--- src/rtl/fdc_host_if.sv ---
module fdc_host_if #(
  parameter int STEP_UNIT = 8,
  parameter int XFER_BYTES = 512,
  parameter logic [7:0] VERSION_ID = 8'h90
) (
  input  logic       clk,
  input  logic       rst_n,
  input  logic [2:0] bus_addr,
  input  logic       bus_wr,
  input  logic       bus_rd,
  input  logic [7:0] bus_wdata,
  output logic [7:0] bus_rdata,
  output logic       irq,
  output logic       dma_req,
  input  logic       dma_ack
);
  localparam int STW = $clog2(16 * STEP_UNIT + 1);
  localparam int XW  = $clog2(XFER_BYTES + 1);
  localparam logic [4:0] OP_SPEC = 5'h03, OP_WR = 5'h05, OP_RD = 5'h06, OP_RECAL = 5'h07,
                         OP_SENSE = 5'h08, OP_SEEK = 5'h0F, OP_VER = 5'h10;

  typedef enum logic [1:0] {PH_CMD, PH_EXEC, PH_RES} phase_t;

  phase_t          phase;
  logic [7:0]      dor;
  logic [1:0]      tape, rate;
  logic [7:0]      cmdb [6];
  logic [3:0]      cmd_cnt;
  logic [7:0]      res [7];
  logic [2:0]      res_len, res_idx;
  logic            gap, int_q;
  logic [2:0]      poll_cnt;
  logic [3:0]      srt;
  logic [7:0]      pcn [4];
  logic [3:0]      sk_done, sk_head;
  logic [STW-1:0]  step_cnt, per;
  logic [XW-1:0]   xfer_cnt;
  logic [7:0]      msr, tgt;
  logic [4:0]      op;
  logic [1:0]      drv, sel_d, pdrv;
  logic            ctrl_on, rqm, dio, busy, seek_op, rw_op, fifo_wr, fifo_rd, fifo_acc;
  logic [3:0]      drv_busy;

  function automatic logic [3:0] cmd_len(input logic [4:0] o);
    case (o)
      OP_RD, OP_WR:     return 4'd9;
      OP_SPEC, OP_SEEK: return 4'd3;
      OP_RECAL:         return 4'd2;
      default:          return 4'd1;
    endcase
  endfunction

  assign ctrl_on  = dor[2];
  assign op       = cmdb[0][4:0];
  assign drv      = cmdb[1][1:0];
  assign seek_op  = (op == OP_SEEK) || (op == OP_RECAL);
  assign rw_op    = (op == OP_RD) || (op == OP_WR);
  assign tgt      = (op == OP_RECAL) ? 8'd0 : cmdb[2];
  assign per      = STW'((16 - int'(srt)) * STEP_UNIT);
  assign pdrv     = ~poll_cnt[1:0] + 2'd1;

  assign rqm      = ctrl_on && !gap && (phase == PH_CMD || phase == PH_RES);
  assign dio      = ctrl_on && (phase == PH_RES);
  assign busy     = ctrl_on && (phase != PH_CMD || cmd_cnt != 4'd0);
  assign drv_busy = (ctrl_on && phase == PH_EXEC && seek_op) ? (4'b0001 << drv) : 4'b0000;
  assign msr      = {rqm, dio, 1'b0, busy, drv_busy};

  assign fifo_acc = (bus_wr || bus_rd) && bus_addr == 3'd5;
  assign fifo_wr  = bus_wr && bus_addr == 3'd5 && rqm && !dio;
  assign fifo_rd  = bus_rd && bus_addr == 3'd5 && rqm && dio;

  assign irq      = int_q & dor[3];
  assign dma_req  = ctrl_on && phase == PH_EXEC && rw_op;

  always_comb begin
    sel_d = 2'd0;
    for (int i = 3; i >= 0; i--)
      if (sk_done[i]) sel_d = 2'(i);
  end

  always_comb begin
    case (bus_addr)
      3'd0: bus_rdata = {int_q, 7'd0};
      3'd1: bus_rdata = {6'd0, dor[1:0]};
      3'd2: bus_rdata = dor;
      3'd3: bus_rdata = {6'd0, tape};
      3'd4: bus_rdata = msr;
      3'd5: bus_rdata = dio ? res[res_idx] : 8'h00;
      3'd7: bus_rdata = {5'd0, rate, 1'b0};
      default: bus_rdata = 8'h00;
    endcase
  end

  always_ff @(posedge clk or negedge rst_n) begin
    if (!rst_n) begin
      phase    <= PH_CMD;
      dor      <= 8'h00;
      tape     <= 2'd0;
      rate     <= 2'd0;
      cmd_cnt  <= 4'd0;
      res_len  <= 3'd1;
      res_idx  <= 3'd0;
      gap      <= 1'b0;
      int_q    <= 1'b0;
      poll_cnt <= 3'd0;
      srt      <= 4'd0;
      sk_done  <= 4'd0;
      sk_head  <= 4'd0;
      step_cnt <= '0;
      xfer_cnt <= '0;
      for (int i = 0; i < 6; i++) cmdb[i] <= 8'h00;
      for (int i = 0; i < 7; i++) res[i] <= 8'h00;
      for (int i = 0; i < 4; i++) pcn[i] <= 8'h00;
    end else begin
      gap <= fifo_acc;
      if (bus_wr) begin
        case (bus_addr)
          3'd2: dor <= bus_wdata;
          3'd3: tape <= bus_wdata[1:0];
          3'd4, 3'd7: rate <= bus_wdata[1:0];
          default: ;
        endcase
      end
      if (!ctrl_on) begin
        phase    <= PH_CMD;
        cmd_cnt  <= 4'd0;
        res_idx  <= 3'd0;
        int_q    <= 1'b0;
        poll_cnt <= 3'd0;
        sk_done  <= 4'd0;
        for (int i = 0; i < 4; i++) pcn[i] <= 8'h00;
        if (bus_wr && bus_addr == 3'd2 && bus_wdata[2]) begin
          int_q    <= 1'b1;
          poll_cnt <= 3'd4;
        end
      end else begin
        case (phase)
          PH_CMD: if (fifo_wr) begin
            if (cmd_cnt < 4'd6) cmdb[cmd_cnt[2:0]] <= bus_wdata;
            if (cmd_len(cmd_cnt == 4'd0 ? bus_wdata[4:0] : op) == cmd_cnt + 4'd1) begin
              phase    <= PH_EXEC;
              cmd_cnt  <= 4'd0;
              step_cnt <= '0;
              xfer_cnt <= '0;
            end else begin
              cmd_cnt <= cmd_cnt + 4'd1;
            end
          end
          PH_EXEC: begin
            case (op)
              OP_VER: begin
                res[0]  <= VERSION_ID;
                res_len <= 3'd1;
                phase   <= PH_RES;
              end
              OP_SPEC: begin
                srt   <= cmdb[1][7:4];
                phase <= PH_CMD;
              end
              OP_SENSE: begin
                if (poll_cnt != 3'd0) begin
                  res[0]   <= {6'b110000, pdrv};
                  res[1]   <= pcn[pdrv];
                  res_len  <= 3'd2;
                  poll_cnt <= poll_cnt - 3'd1;
                end else if (|sk_done) begin
                  res[0]         <= {5'b00100, sk_head[sel_d], sel_d};
                  res[1]         <= pcn[sel_d];
                  res_len        <= 3'd2;
                  sk_done[sel_d] <= 1'b0;
                end else begin
                  res[0]  <= 8'h80;
                  res_len <= 3'd1;
                end
                phase <= PH_RES;
              end
              OP_SEEK, OP_RECAL: begin
                if (step_cnt != '0) begin
                  step_cnt <= step_cnt - 1'b1;
                end else if (pcn[drv] == tgt) begin
                  sk_done[drv] <= 1'b1;
                  sk_head[drv] <= (op == OP_SEEK) ? cmdb[1][2] : 1'b0;
                  int_q        <= 1'b1;
                  phase        <= PH_CMD;
                end else begin
                  pcn[drv] <= (pcn[drv] < tgt) ? pcn[drv] + 8'd1 : pcn[drv] - 8'd1;
                  step_cnt <= per - 1'b1;
                end
              end
              OP_RD, OP_WR: if (dma_ack) begin
                if (xfer_cnt == XW'(XFER_BYTES - 1)) begin
                  res[0]  <= {5'd0, cmdb[1][2:0]};
                  res[1]  <= 8'h00;
                  res[2]  <= 8'h00;
                  res[3]  <= cmdb[2];
                  res[4]  <= cmdb[3];
                  res[5]  <= cmdb[4];
                  res[6]  <= cmdb[5];
                  res_len <= 3'd7;
                  int_q   <= 1'b1;
                  phase   <= PH_RES;
                end else begin
                  xfer_cnt <= xfer_cnt + 1'b1;
                end
              end
              default: begin
                res[0]  <= 8'h80;
                res_len <= 3'd1;
                phase   <= PH_RES;
              end
            endcase
          end
          PH_RES: if (fifo_rd) begin
            int_q <= 1'b0;
            if (res_idx == res_len - 3'd1) begin
              res_idx <= 3'd0;
              phase   <= PH_CMD;
            end else begin
              res_idx <= res_idx + 3'd1;
            end
          end
          default: phase <= PH_CMD;
        endcase
      end
    end
  end
endmodule

--- config.mk ---
export PLATFORM = sky130hd
export DESIGN_NAME = fdc_host_if
export DESIGN_NICKNAME = d
export VERILOG_FILES = /design/src/rtl/fdc_host_if.sv
export SDC_FILE = /design/constraint.sdc
export NUM_CORES = 1
export LEC_CHECK = 0
export BUFFER_PORTS_ARGS = -buffer_cell sky130_fd_sc_hd__buf_4
export CORE_MARGIN = 3
export CORE_UTILIZATION = 45
export CTS_CLUSTER_SIZE = 12
export DETAILED_ROUTE_END_ITERATION = 8
export PLACE_DENSITY = 0.65
export SLEW_MARGIN = 20
export SYNTH_ARGS = -nofsm -noshare
export SYNTH_HDL_FRONTEND = slang
export SYNTH_SLANG_ARGS = --single-unit
--- constraint.sdc ---
create_clock -name clk -period 8.79 [get_ports clk]
set_clock_uncertainty 0.15 [all_clocks]
set_input_delay 1.758 -clock clk [delete_from_list [all_inputs] [get_ports clk]]
set_output_delay 1.758 -clock clk [all_outputs]
set_load 0.005 [all_outputs]
== Yosys cells after proc, flatten, opt, wreduce, memory -nomap -nowiden ==
Cells that the tools add are included.
Word-level totals
  register bits: 187
  bits of input ports: 16
  output and inout bits: 10
  word-level logic and storage cells: 297
Cells by class
  add/sub/neg operators: 11
  $lt $le $gt $ge: 13
  eq/ne operators: 59
  shifts and indexed selects: 1
  mux-type cells: 109
  bitwise gates (word level): 12
  reduce and logical (&&, ||, !) cells: 61
Operators with widths (number)
  $mux 32: 5
  $mux 8: 20
  $mux 56: 2
  $mux 4: 14
  $pmux 8 s7: 1
  $mux 10: 5
  $bmux 8 s2: 3
  $bwmux 48: 1
  $mux 3: 12
  $bwmux 32: 1
  $pmux 8 s2: 2
  $pmux 8 s4: 1
  $eq 5x3->1 const B: 6
  $mux 2: 14
  $bmux 8 s3: 1
  $demux 8 s3: 1
  $ne 3x3->1 const B: 8
  $sub 8x1->8 const B: 3
  $ne 2x1->1 const B: 11
  $logic_and 1x1->1: 20
  $pmux 10 s2: 1
  $reduce_and 6->1: 3
  $demux 8 s2: 1
  $mux 16: 1
  69 further kinds: 129

== Longest topological paths before layout ==
Gate-level depths: netlist of run 1.
  depth after elaboration: 15
  mapped depth: 17
  mapped depth without buffers: 16

== Worst setup path after synthesis of run 1 ==
No wires, ideal clock.
  kind: input to output
  start point: in bus_addr[1]
  end point: out bus_rdata[0]
  data arrival time: 2.936 ns
  data required time: 6.882 ns
  path slack: 3.946 ns
  cell stages on the path: 5
  buffers on the path: 1
  cells stage by stage: clkbuf_1 nor2b_1 or3b_2 o32ai_1 a31o_2
Between the ends
  longest elaborated chain between the ends: 2
  elaborated cells on any way between the ends: 8
  those cells by class: 6 x eq/ne; 1 x mux; 1 x reduce/logical
RTL lines
  start, declared: RTL line 8  | input logic [2:0] bus_addr,
  $eq 3x3->1 (tied with other cells): RTL line 82  | case (bus_addr)
  $pmux 8 s7 *: RTL line 82
  end, declared: RTL line 12  | output logic [7:0] bus_rdata,
Mark *: on every way between the ends. The rest lies on a longest branch, timed or not.

== Final worst setup path of run 1 ==
  start point: in bus_addr[0]
  end point: out bus_rdata[7]
Same word-level chain as after synthesis.

==> results of run 1 <==
-- cell type report --
| class | instances | area, sq um |
|---|---|---|
| clock buffer | 17 | 425.4 |
| clock inverter | 15 | 196.4 |
| fill | 1954 | 10420 |
| inverter | 22 | 82.58 |
| multi-input combinational | 680 | 5065 |
| sequential | 182 | 4556 |
| tap | 275 | 344.1 |
| timing repair buffer | 35 | 269.0 |
-- critical path, stage by stage --
cell     delay [ns]
buf_4          0.16
nor2b_1        0.37
nand2_1        0.21
nor2_1         0.45
nand3_1        0.20
o21ai_0        0.14
nand2_1        0.07
a22oi_1        0.20
buf_4          0.14
-- metal layers --
layer	global-route usage	part of all wire	vias up
met5	0	0	-
met1	0.3392	0.47	3801
met2	0.3322	0.45	238
met4	0.06686	0.021	0
met3	0.04197	0.055	34
li1	-	-	3471
-- where the power goes --
group          internal, uW  total, uW  switching, uW
clock network           390        787            396
logic                   125        301            177
registers               905        989           83.4
-- kinds of logic after synthesis --
kind of cell / synth area share
XOR/XNOR: 0.01680
AO/OA/AOI/OAI: 0.1504
flip-flops: 0.4599
AND/OR/NAND/NOR: 0.1416
buffers and inverters: 0.02981
adder cells (fa/ha/maj): 0.03208
multiplexers: 0.1694
-- registers in the layout (all words and copies together), names as in the netlist, 8 cells and up --
signal and count:
res 47, pcn 32, xfer_cnt 10, cmdb 44, step_cnt 8, dor 8
-- cells in the final DEF (no fill, tap or decap), types with 8 or more instances in the layout --
master / instances
dfrtp_1: 181
mux2_2: 101
nand2_1: 85
nor2_1: 52
a21oi_1: 51
o21ai_0: 48
buf_4: 34
nand3_1: 33
a22o_1: 29
ha_1: 23
inv_1: 21
nor2b_1: 18
mux2i_1: 18
nor3_1: 17
clkbuf_16: 17
mux4_2: 16
o211ai_1: 14
o31ai_1: 13
nand2b_1: 12
xnor2_1: 12
o22ai_1: 10
a21o_1: 8
a31oi_1: 8
-- metrics by stage --
stage | power, uW | util
2_1_floorplan | 1183 | -
3_3_place_gp | 1292 | 0.4829
3_5_place_dp | 1300 | 0.4829
4_1_cts | 2087 | 0.5121
5_1_grt | 2174 | 0.5122
6_report | 2077 | 0.5122
-- worst max-delay path by stage --
stage / startpoint / to / slack, ns / depth (start not counted)
after floorplan: bus_addr[1] / bus_rdata[0] / 3.95 / 5
after global placement: bus_addr[0] / bus_rdata[7] / 3.37 / 9
after detailed placement: bus_addr[0] / bus_rdata[7] / 3.26 / 9
after CTS: bus_addr[0] / bus_rdata[7] / 3.24 / 9
after global routing: bus_addr[0] / bus_rdata[7] / 2.94 / 9
final: bus_addr[0] / bus_rdata[7] / 3.17 / 9
==> metrics.md, run 1 <==
| Metric | Value |
|---|---|
| Status | completed |
| RSZ-0062 raised after global routing | no |
| Mapped Area | around 10000 sq um |
| Inserted Diodes | 0 |
| Vias | 7,544 |
| ANT nets after route | 0 |
| Fin cells | ~1,200 |
| Share of the synthesized area in the top cell type | 0.4572 |
| Slew Viols, Final | 0 |
| Most frequent cell after synthesis | dfrtp_1 |
| Post_cts resized | 0 |
| Clock latency on the worst-skew pair | ~0.45 ns |
| FF+latch count, synth | about 180 |
| Hold Path Depth | 2 |
| Htree depth | 4 |
| Highest clock rate | approximately 0.18 GHz |
| Grt total ovfl | 0 |
| DP Worst Slack | about 3.3 ns |
| Critical path fanouts, max | 13 |
| Final setup fails | 0 |
| Design Area, Final | between 10,000 and 15,000 sq um |
| Clock buffer depth | 2 |
| Setup WS post-layout | between 3 and 4 ns |
| Die Y | 154.4 um |
| Post-synthesis average cell area | 10.58 sq um |
| Worst hold path class | reg -> reg |
| Hold Vio Cnt, Final | 0 |
| Die ar. | 23,830 sq um |
| Largest net degree at the start of global routing | approximately 120 |
| Sequential fraction of the synthesis area | 0.4599 |
| Initial antenna violation count | 0 |
| Worst Path Arrival | about 3.7 ns |
| Hold Path Sink | cmdb[18]$_DFFE_PN0P_ |
| IO buf count | 25 |
| Layout cells sized above 1 | 0.2135 |
| Peak VDD IR | between 150 and 200 uV |
| Netlist cell types | 70 |
| Post-synth top area cell | dfrtp_1 |
| GRT Total Usage | 0.2251 |
| EDFF count, synth | 0 |
| Number of max-cap violations | 0 |
| Hpwl dp | around 18,000 um |
| DRT Pass-1 Iters | 5 |
| Top_reg_cell synth | dfrtp_1 |
| Leakage | about 0.0048 uW |
| Drt first-iter violations | between 600 and 700 |
| Net count, final | 978 |
| Worst slew pin tran | between 1 and 1.5 ns |
| Number of synthesis warnings | 0 |
| Initial Utilization | 0.4639 |
| Row Count | 53 |
| Drt wl/cell | about 21 um |
| Root buffer cell | clkbuf_16 |
| Std-Cell Core Area | between 20,000 and 25,000 sq um |
| Worst hold slack | between 0.3 and 0.4 ns |
| Wirelength, routed | roughly 26,000 um |
| Die width | around 150 um |
| CTS tree | yes |
| Async S/R FF share, synth | 1.000 |
| Area Overhead vs Synth | 10.42% |
| TritonCTS Buffers | 17 |
| Cells after synthesis | between 900 and 1,000 |
| Fin crit period | about 5.6 ns |
| Area contributors post-synth | dfrtp_1 (46%), mux2_2 (11%), mux4_2 (3.6%), nand2_1 (3.2%), ha_1 (2.9%) |
| Worst Setup End Kind | output pin |
| Syn Nets | between 900 and 1,000 |
| Post-CTS setup buffer count | 0 |
| Drt via density | a little over 6 |
| Hold Startpoint | cmdb[18]$_DFFE_PN0P_ |
| Type of the worst setup path | in -> out |
| Top Ports | 26 |
| Most frequent cells after synthesis | dfrtp_1 (181), mux2_2 (101), nand2_1 (85), nor2_1 (52), a21oi_1 (51) |
| Slew margin rel. | 0.2587 |
| R2R setup slack | between 4 and 5 ns |
| First-pass GRT wire length | between 40,000 and 50,000 um |
| Post-CTS Hold Fix Bufs | 0 |
| Critical path data required time | around 7 ns |
| Worst r2r path cells | 13 |
| Power Dens Cells | 189.8 nW/um^2 |
| Reg clk slew, reported paths | 0.07 ns |
| Worst flop-to-flop path endpoint | pcn[6]$_DFFE_PN0P_ |
| Clk sink count | about 180 |
| Setup TNS | 0 ns |
| Area post-placement | slightly above 10,000 sq um |
| DR DRC count | 0 |
| Final Cycle Share | 0.6393 |
| Worst Setup Start Kind | primary input |
| RD Place Congestion | 0.9007 |
| Vias in the first global route | 7,220 |
| Post-Place Cells | roughly 1,200 |
| Worst r2r src | cmdb[32]$_DFFE_PN0P_ |
Note: power is estimated with default switching activity, not from simulation.
==> run 2, diff against run 1 <==
--- a/config.mk
+++ b/config.mk
@@ -10,7 +10,7 @@
 export CORE_UTILIZATION = 45
 export CTS_CLUSTER_SIZE = 12
 export DETAILED_ROUTE_END_ITERATION = 8
-export PLACE_DENSITY = 0.65
+export PLACE_DENSITY = 0.67
 export SLEW_MARGIN = 20
 export SYNTH_ARGS = -nofsm -noshare
 export SYNTH_HDL_FRONTEND = slang
==> constraint.sdc (replaced) <==
create_clock -name clk -period 4.51 [get_ports clk]
set_clock_uncertainty 0.15 [all_clocks]
set_input_delay 0.902 -clock clk [delete_from_list [all_inputs] [get_ports clk]]
set_output_delay 0.902 -clock clk [all_outputs]
set_load 0.005 [all_outputs]
==> run 2 against run 1 <==
Against the previous run: cell count increased by 1.7%; via count is 2.0% higher; routed wire length is 0.13% lower; sequential power up 92%; die area did not move; power increased by 99%; core utilization grew 0.89 points; first-iteration DRC count up 11%; non-clock buffer count rose by 21; register-to-register slack worse by 4.1 ns; clock power rose by 100%; critical endpoint is now pcn[30]$_DFFE_PN0P_.
==> metrics.md, run 2 (synthesized netlist as in run 1, its figures left out) <==
| Metric | Value |
|---|---|
| Status | completed |
| Clock buffer depth | 2 |
| Die Y | around 150 um |
| Worst r2r src | cmdb[32]$_DFFE_PN0P_ |
| Wirelength, routed | roughly 26,000 um |
| Root buffer cell | clkbuf_16 |
| Commonest non-fill, non-tap cell in the layout | dfrtp_1 |
| Most flops, register | res |
| CP most frequent cell | a21oi_1 |
| CP bufs+invs | 0 |
| R2R setup slack | approximately 0.32 ns |
| CTS tree | yes |
| Critical path fanouts, max | 8 |
| Htree depth | 4 |
| Slew margin rel. | 0.3978 |
| Type of the worst setup path | reg -> reg |
| Initial Utilization | 0.4639 |
| Metal2 WL | approximately 12,000 um |
| Max stage delay on crit path | roughly 0.64 ns |
| First-pass GRT wire length | approximately 42,000 um |
| Fin crit period | around 4.2 ns |
| Vias | approximately 7,700 |
| Drt first-iter violations | between 700 and 800 |
| Post-CTS Hold Fix Bufs | 0 |
| Std-Cell Core Area | around 21,000 sq um |
| CP top delay family | compound AO/OA/AOI/OAI gates |
| Hold Vio Cnt, Final | 0 |
| GRT Total Usage | 0.2248 |
| Slew Viols, Final | 0 |
| Die ar. | around 24,000 sq um |
| Initial antenna violation count | 0 |
| DP Worst Slack | 0.3273 ns |
| Fillers | between 1,500 and 2,000 |
| RSZ-0062 raised after global routing | no |
| Multi-input gate area | slightly above 5000 sq um |
| Worst r2r path cells | 13 |
| Post_cts resized | 0 |
| Max reg flops | 47 |
| Top Ports | 26 |
| Setup TNS | 0 ns |
| Largest net degree at the start of global routing | 80 |
| Post-CTS setup buffer count | 0 |
| Vias in the first global route | 7,523 |
| Critical path data required time | 4.70 ns |
| Most frequent cells in the layout | dfrtp_1 (181), mux2_2 (101), nand2_1 (85) |
| Slowest cell on crit path | dfrtp_1 |
| Max Used Layer | met4 |
| TritonCTS Buffers | 17 |
| Inserted Diodes | 0 |
| Final Cycle Share | 0.9300 |
| DR DRC count | 0 |
| Power Total | between 4000 and 5000 uW |
| Hpwl dp | 18,300 um |
| Worst Path Arrival | 4.38 ns |
| Worst Setup End Kind | flop |
| Setup WS post-layout | around 0.32 ns |
| Reg clk slew, reported paths | 0.08 ns |
| Layout cells sized above 1 | 0.2305 |
| Clock latency on the worst-skew pair | roughly 0.45 ns |
| Drt wl/cell | roughly 21 um |
| Row Count | 53 |
| Highest clock rate | 0.2384 GHz |
| Worst slew pin tran | roughly 0.90 ns |
| Number of max-cap violations | 0 |
| Drt via density | approximately 6 |
| RD Place Congestion | roughly 0.89 |
| Worst Setup Start Kind | flop |
| Register Area | roughly 4600 sq um |
| Leakage | around 0.0049 uW |
| Area Overhead vs Synth | 12.34% |
| DRT Pass-1 Iters | 5 |
| Grt total ovfl | 0 |
| Biggest registers after layout | res: 47 flops, cmdb: 44 flops, pcn: 32 flops |
| Die width | approximately 150 um |
| Worst hold path class | in -> async |
| Worst-path cell chain | mux4_2 -> ha_1 -> nor2b_1 -> o211ai_1 -> a21oi_1 -> a211o_1 -> fa_1 -> a21o_1 -> a21oi_1 -> o21bai_1 -> a21oi_1 -> xnor2_1 -> a22o_1 |
| Wl on met1 | 11,970 um |
| Worst flop-to-flop path endpoint | pcn[30]$_DFFE_PN0P_ |
| IO buf count | 25 |
| Clk sink count | 182 |
| Net count, final | about 1,000 |
| Power Dens Cells | about 370 nW/um^2 |
| Met3 Routed Length | between 1500 and 2000 um |
| Peak VDD IR | 310.0 uV |
| ANT nets after route | 0 |
| Final setup fails | 0 |
[run 2: changes by cell type in the layout (fill, tap and decap cells not counted), sizes merged]
cell	change
clkinv	-5
buf	+21
inv	+5
[run 2: worst register-to-register path: cells and delay by family (launching register included)]
family / cells / cell delay (ns)
simple gates: 1 / 0.14
compound gates: 8 / 1.58
fa+ha+maj: 2 / 0.81
xor+xnor: 1 / 0.14
flops: 1 / 0.64
mux: 1 / 0.64
[run 2: layer usage]
| metal | track usage | vias to the layer above |
|---|---|---|
| li1 | - | 3512 |
| met5 | 0 | - |
| met2 | 0.3378 | 318 |
| met1 | 0.3299 | 3814 |
| met4 | 0.07906 | 0 |
| met3 | 0.03917 | 52 |
[run 2: final cells by class]
cell class,instances,area share
multi-input combinational,680,0.4551
sequential,182,0.4094
timing repair buffer,56,0.03946
clock buffer,17,0.03823
tap,275,0.03092
clock inverter,15,0.01945
inverter,22,0.007421
[run 2: how the worst max path moves through the flow]
stage,end,startpoint,cells past startpoint
after global placement,pcn[30]$_DFFE_PN0P_,cmdb[32]$_DFFE_PN0P_,13
after CTS,pcn[30]$_DFFE_PN0P_,cmdb[32]$_DFFE_PN0P_,13
after floorplan,pcn[14]$_DFFE_PN0P_,cmdb[32]$_DFFE_PN0P_,15
final,pcn[30]$_DFFE_PN0P_,cmdb[32]$_DFFE_PN0P_,13
after global routing,pcn[6]$_DFFE_PN0P_,cmdb[32]$_DFFE_PN0P_,13
after detailed placement,pcn[6]$_DFFE_PN0P_,cmdb[32]$_DFFE_PN0P_,13
[run 2: per-stage QoR]
stage               instances  area (sq um)  hold WS, ns  utilization
finish                   1247         11130       0.3092       0.5212
CTS                      1247         11120       0.3357       0.5210
global placement         1215         10480       0.3088       0.4909
detailed placement       1215         10480       0.3167       0.4909
global route             1247         11130       0.3537       0.5212
floorplan                 936          9906       0.2944            -
[run 2: power by group]
part           switching, uW  total [uW]  internal [uW]  leakage [uW]
logic                    359         624            264       0.00210
registers                138        1900           1760       0.00247
clock network            814        1600            787      0.000310
==> run 3, diff against run 2 <==
--- a/config.mk
+++ b/config.mk
@@ -7,10 +7,10 @@
 export LEC_CHECK = 0
 export BUFFER_PORTS_ARGS = -buffer_cell sky130_fd_sc_hd__buf_4
 export CORE_MARGIN = 3
-export CORE_UTILIZATION = 45
+export CORE_UTILIZATION = 50
 export CTS_CLUSTER_SIZE = 12
 export DETAILED_ROUTE_END_ITERATION = 8
-export PLACE_DENSITY = 0.67
+export PLACE_DENSITY = 0.73
 export SLEW_MARGIN = 20
 export SYNTH_ARGS = -nofsm -noshare
 export SYNTH_HDL_FRONTEND = slang
==> run 3 against run 2 <==
Against the previous run: sequential share of layout area grew 0.28 points; cell count shrank 1.6%; worst hold slack gained 0.016 ns; critical path depth grew 2; global-route usage grew 2.1 points; combinational power shrank 4.3%; non-clock buffer count shrank 5; first-iteration DRC count shrank 18%; fmax grew 0.75%.
==> metrics.md, run 3 (synthesized netlist as in run 1, its figures left out) <==
| Metric | Value |
|---|---|
| Status | completed |
| Fillers | 1,606 |
| Worst hold path class | reg -> reg |
| Power Dens Cells | roughly 370 nW/um^2 |
| Area Overhead vs Synth | 11.61% |
| Biggest registers after layout | res: 47 flops, cmdb: 44 flops, pcn: 32 flops |
| Final setup fails | 0 |
| Setup TNS | 0 ns |
| Post-Place Cells | around 1,200 |
| CP most frequent cell | a21oi_1 |
| Worst Setup End Kind | flop |
| Worst r2r path cells | 15 |
| Critical path fanouts, max | 12 |
| ANT nets after route | 0 |
| Die ar. | approximately 22,000 sq um |
| Leakage | slightly below 0.005 uW |
| Fin cells | ~1,200 |
| Worst flop-to-flop path endpoint | pcn[30]$_DFFE_PN0P_ |
| Peak VDD IR | 313.8 uV |
| Hpwl dp | roughly 18,000 um |
| Net count, final | roughly 990 |
| Htree depth | 4 |
| Row Count | 50 |
| Wirelength, routed | roughly 26,000 um |
| Hold Startpoint | cmdb[10]$_DFFE_PN0P_ |
| Worst Path Arrival | 4.34 ns |
| Max stage delay on crit path | about 0.58 ns |
| Drt wl/cell | between 20 and 25 um |
| Highest clock rate | 0.2402 GHz |
| Drt first-iter violations | around 630 |
| NetSw | roughly 1200 uW |
| Post_cts resized | 0 |
| Cell internal pwr | around 2800 uW |
| R2R setup slack | 0.35 ns |
| Critical path data required time | about 4.7 ns |
| Final Core Density | 0.5794 |
| RD Place Congestion | between 0.9 and 1 |
| Slowest cell on crit path | mux4_2 |
| Inserted Diodes | 0 |
| Post-CTS setup buffer count | 0 |
| Most flops, register | res |
| Worst r2r src | cmdb[32]$_DFFE_PN0P_ |
| Root buffer cell | clkbuf_16 |
| Worst-path cell chain | buf_4 -> mux4_2 -> inv_1 -> ha_1 -> nor2b_1 -> o211ai_1 -> a21oi_1 -> a211o_1 -> fa_1 -> a21o_1 -> a21oi_1 -> o21bai_1 -> a21oi_1 -> xnor2_1 -> a22o_1 |
| Hold Path Sink | cmdb[10]$_DFFE_PN0P_ |
| IO buf count | 25 |
| Fin crit period | 4.163 ns |
| DR DRC count | 0 |
| Number of max-cap violations | 0 |
| Worst Setup Start Kind | flop |
| Switching part of the total | 0.3054 |
| Vias | 7,676 |
| GRT Total Usage | 0.2460 |
| Slew Viols, Final | 0 |
| Final Cycle Share | 0.9231 |
| Share of power burned in registers | 0.472 |
| Die width | between 100 and 150 um |
| Std-Cell Core Area | about 19,000 sq um |
| DRT Pass-1 Iters | 5 |
| Max reg flops | 47 |
| Post-CTS Hold Fix Bufs | 0 |
| Most frequent cells in the layout | dfrtp_1 (180), mux2_2 (101), nand2_1 (85) |
| Largest net degree at the start of global routing | between 90 and 100 |
| Grt total ovfl | 0 |
| Initial antenna violation count | 0 |
| RSZ-0062 raised after global routing | no |
| Clock latency on the worst-skew pair | 0.44 ns |
| Clock buffer depth | 2 |
| Hold Vio Cnt, Final | 0 |
| Layout cells sized above 1 | 0.2275 |
| Top Ports | 26 |
| TritonCTS Buffers | 17 |
| Initial Utilization | 0.5191 |
| Vias in the first global route | roughly 7,600 |
| Clk sink count | between 150 and 200 |
| Worst slew pin tran | just under 1 ns |
| Worst hold slack | about 0.33 ns |
| Commonest non-fill, non-tap cell in the layout | dfrtp_1 |
| Die Y | 146.8 um |
| Slew margin rel. | 0.3442 |
| Clk pwr share | 0.381 |
| Drt via density | 6.256 |
| CTS tree | yes |
| Reg clk slew, reported paths | about 0.07 ns |
| Combinational power share | 0.147 |
| First-pass GRT wire length | between 40,000 and 50,000 um |
| Hold Path Depth | 2 |
| Type of the worst setup path | reg -> reg |
## run 3: changes by cell type in the layout (fill, tap and decap cells not counted), sizes merged
cell,delta
bufinv,+1
clkinv,+4
clkbuf,-1
buf,-4
inv,-5
## run 3: cell type report
class | instances | area (sq um) | share of cell area
multi-input combinational | 680 | 5065 | 0.4581
tap | 260 | 325.3 | 0.02943
timing repair buffer | 51 | 399.1 | 0.03610
sequential | 182 | 4557 | 0.4122
clock inverter | 15 | 201.4 | 0.01822
clock buffer | 17 | 425.4 | 0.03848
inverter | 22 | 82.58 | 0.007469
## run 3: critical path: cells and delay by family, from the launching register on
family          cells  cell delay, ns
flops               1            0.48
buf+inv             2            0.46
simple gates        1            0.04
compound gates      8            1.55
fa+ha+maj           2            0.64
xor+xnor            1            0.15
mux                 1            0.58
## run 3: worst max path at each step
| stage | start | endpoint | slack (ns) | cells past startpoint |
|---|---|---|---|---|
| 5_1_grt | cmdb[32]$_DFFE_PN0P_ | pcn[30]$_DFFE_PN0P_ | 0.05 | 15 |
| 2_1_floorplan | cmdb[32]$_DFFE_PN0P_ | pcn[14]$_DFFE_PN0P_ | 0.16 | 15 |
| 3_3_place_gp | cmdb[32]$_DFFE_PN0P_ | pcn[6]$_DFFE_PN0P_ | 0.46 | 15 |
| 3_5_place_dp | cmdb[32]$_DFFE_PN0P_ | pcn[30]$_DFFE_PN0P_ | 0.37 | 15 |
| 4_1_cts | cmdb[32]$_DFFE_PN0P_ | pcn[30]$_DFFE_PN0P_ | 0.34 | 15 |
| 6_report | cmdb[32]$_DFFE_PN0P_ | pcn[30]$_DFFE_PN0P_ | 0.35 | 15 |
## run 3: power groups by stage
stage	clock network [uW]	registers, uW	logic (uW)
2_1_floorplan	0	1870	434
3_3_place_gp	0	1940	576
3_5_place_dp	0	1940	594
4_1_cts	1560	1910	595
5_1_grt	1640	1940	664
6_report	1550	1920	597
## run 3: per-stage QoR
step,total power [uW],setup slack (ns),instance area [sq um]
6_report,4064,0.3470,11060
5_1_grt,4246,0.04623,11060
4_1_cts,4070,0.3390,11050
3_5_place_dp,2537,0.3748,10420
3_3_place_gp,2513,0.4607,10420
2_1_floorplan,2305,0.1604,9906
## run 3: routing by layer
| metal | wire, um | share of wire | up-vias | global-route usage |
|---|---|---|---|---|
| li1 | - | - | 3499 | - |
| met1 | 11130 | 0.43 | 3816 | 0.3539 |
| met2 | 11810 | 0.46 | 316 | 0.3787 |
| met3 | 2133 | 0.083 | 45 | 0.04781 |
| met4 | 611 | 0.024 | 0 | 0.07808 |
| met5 | 0 | 0 | - | 0 |
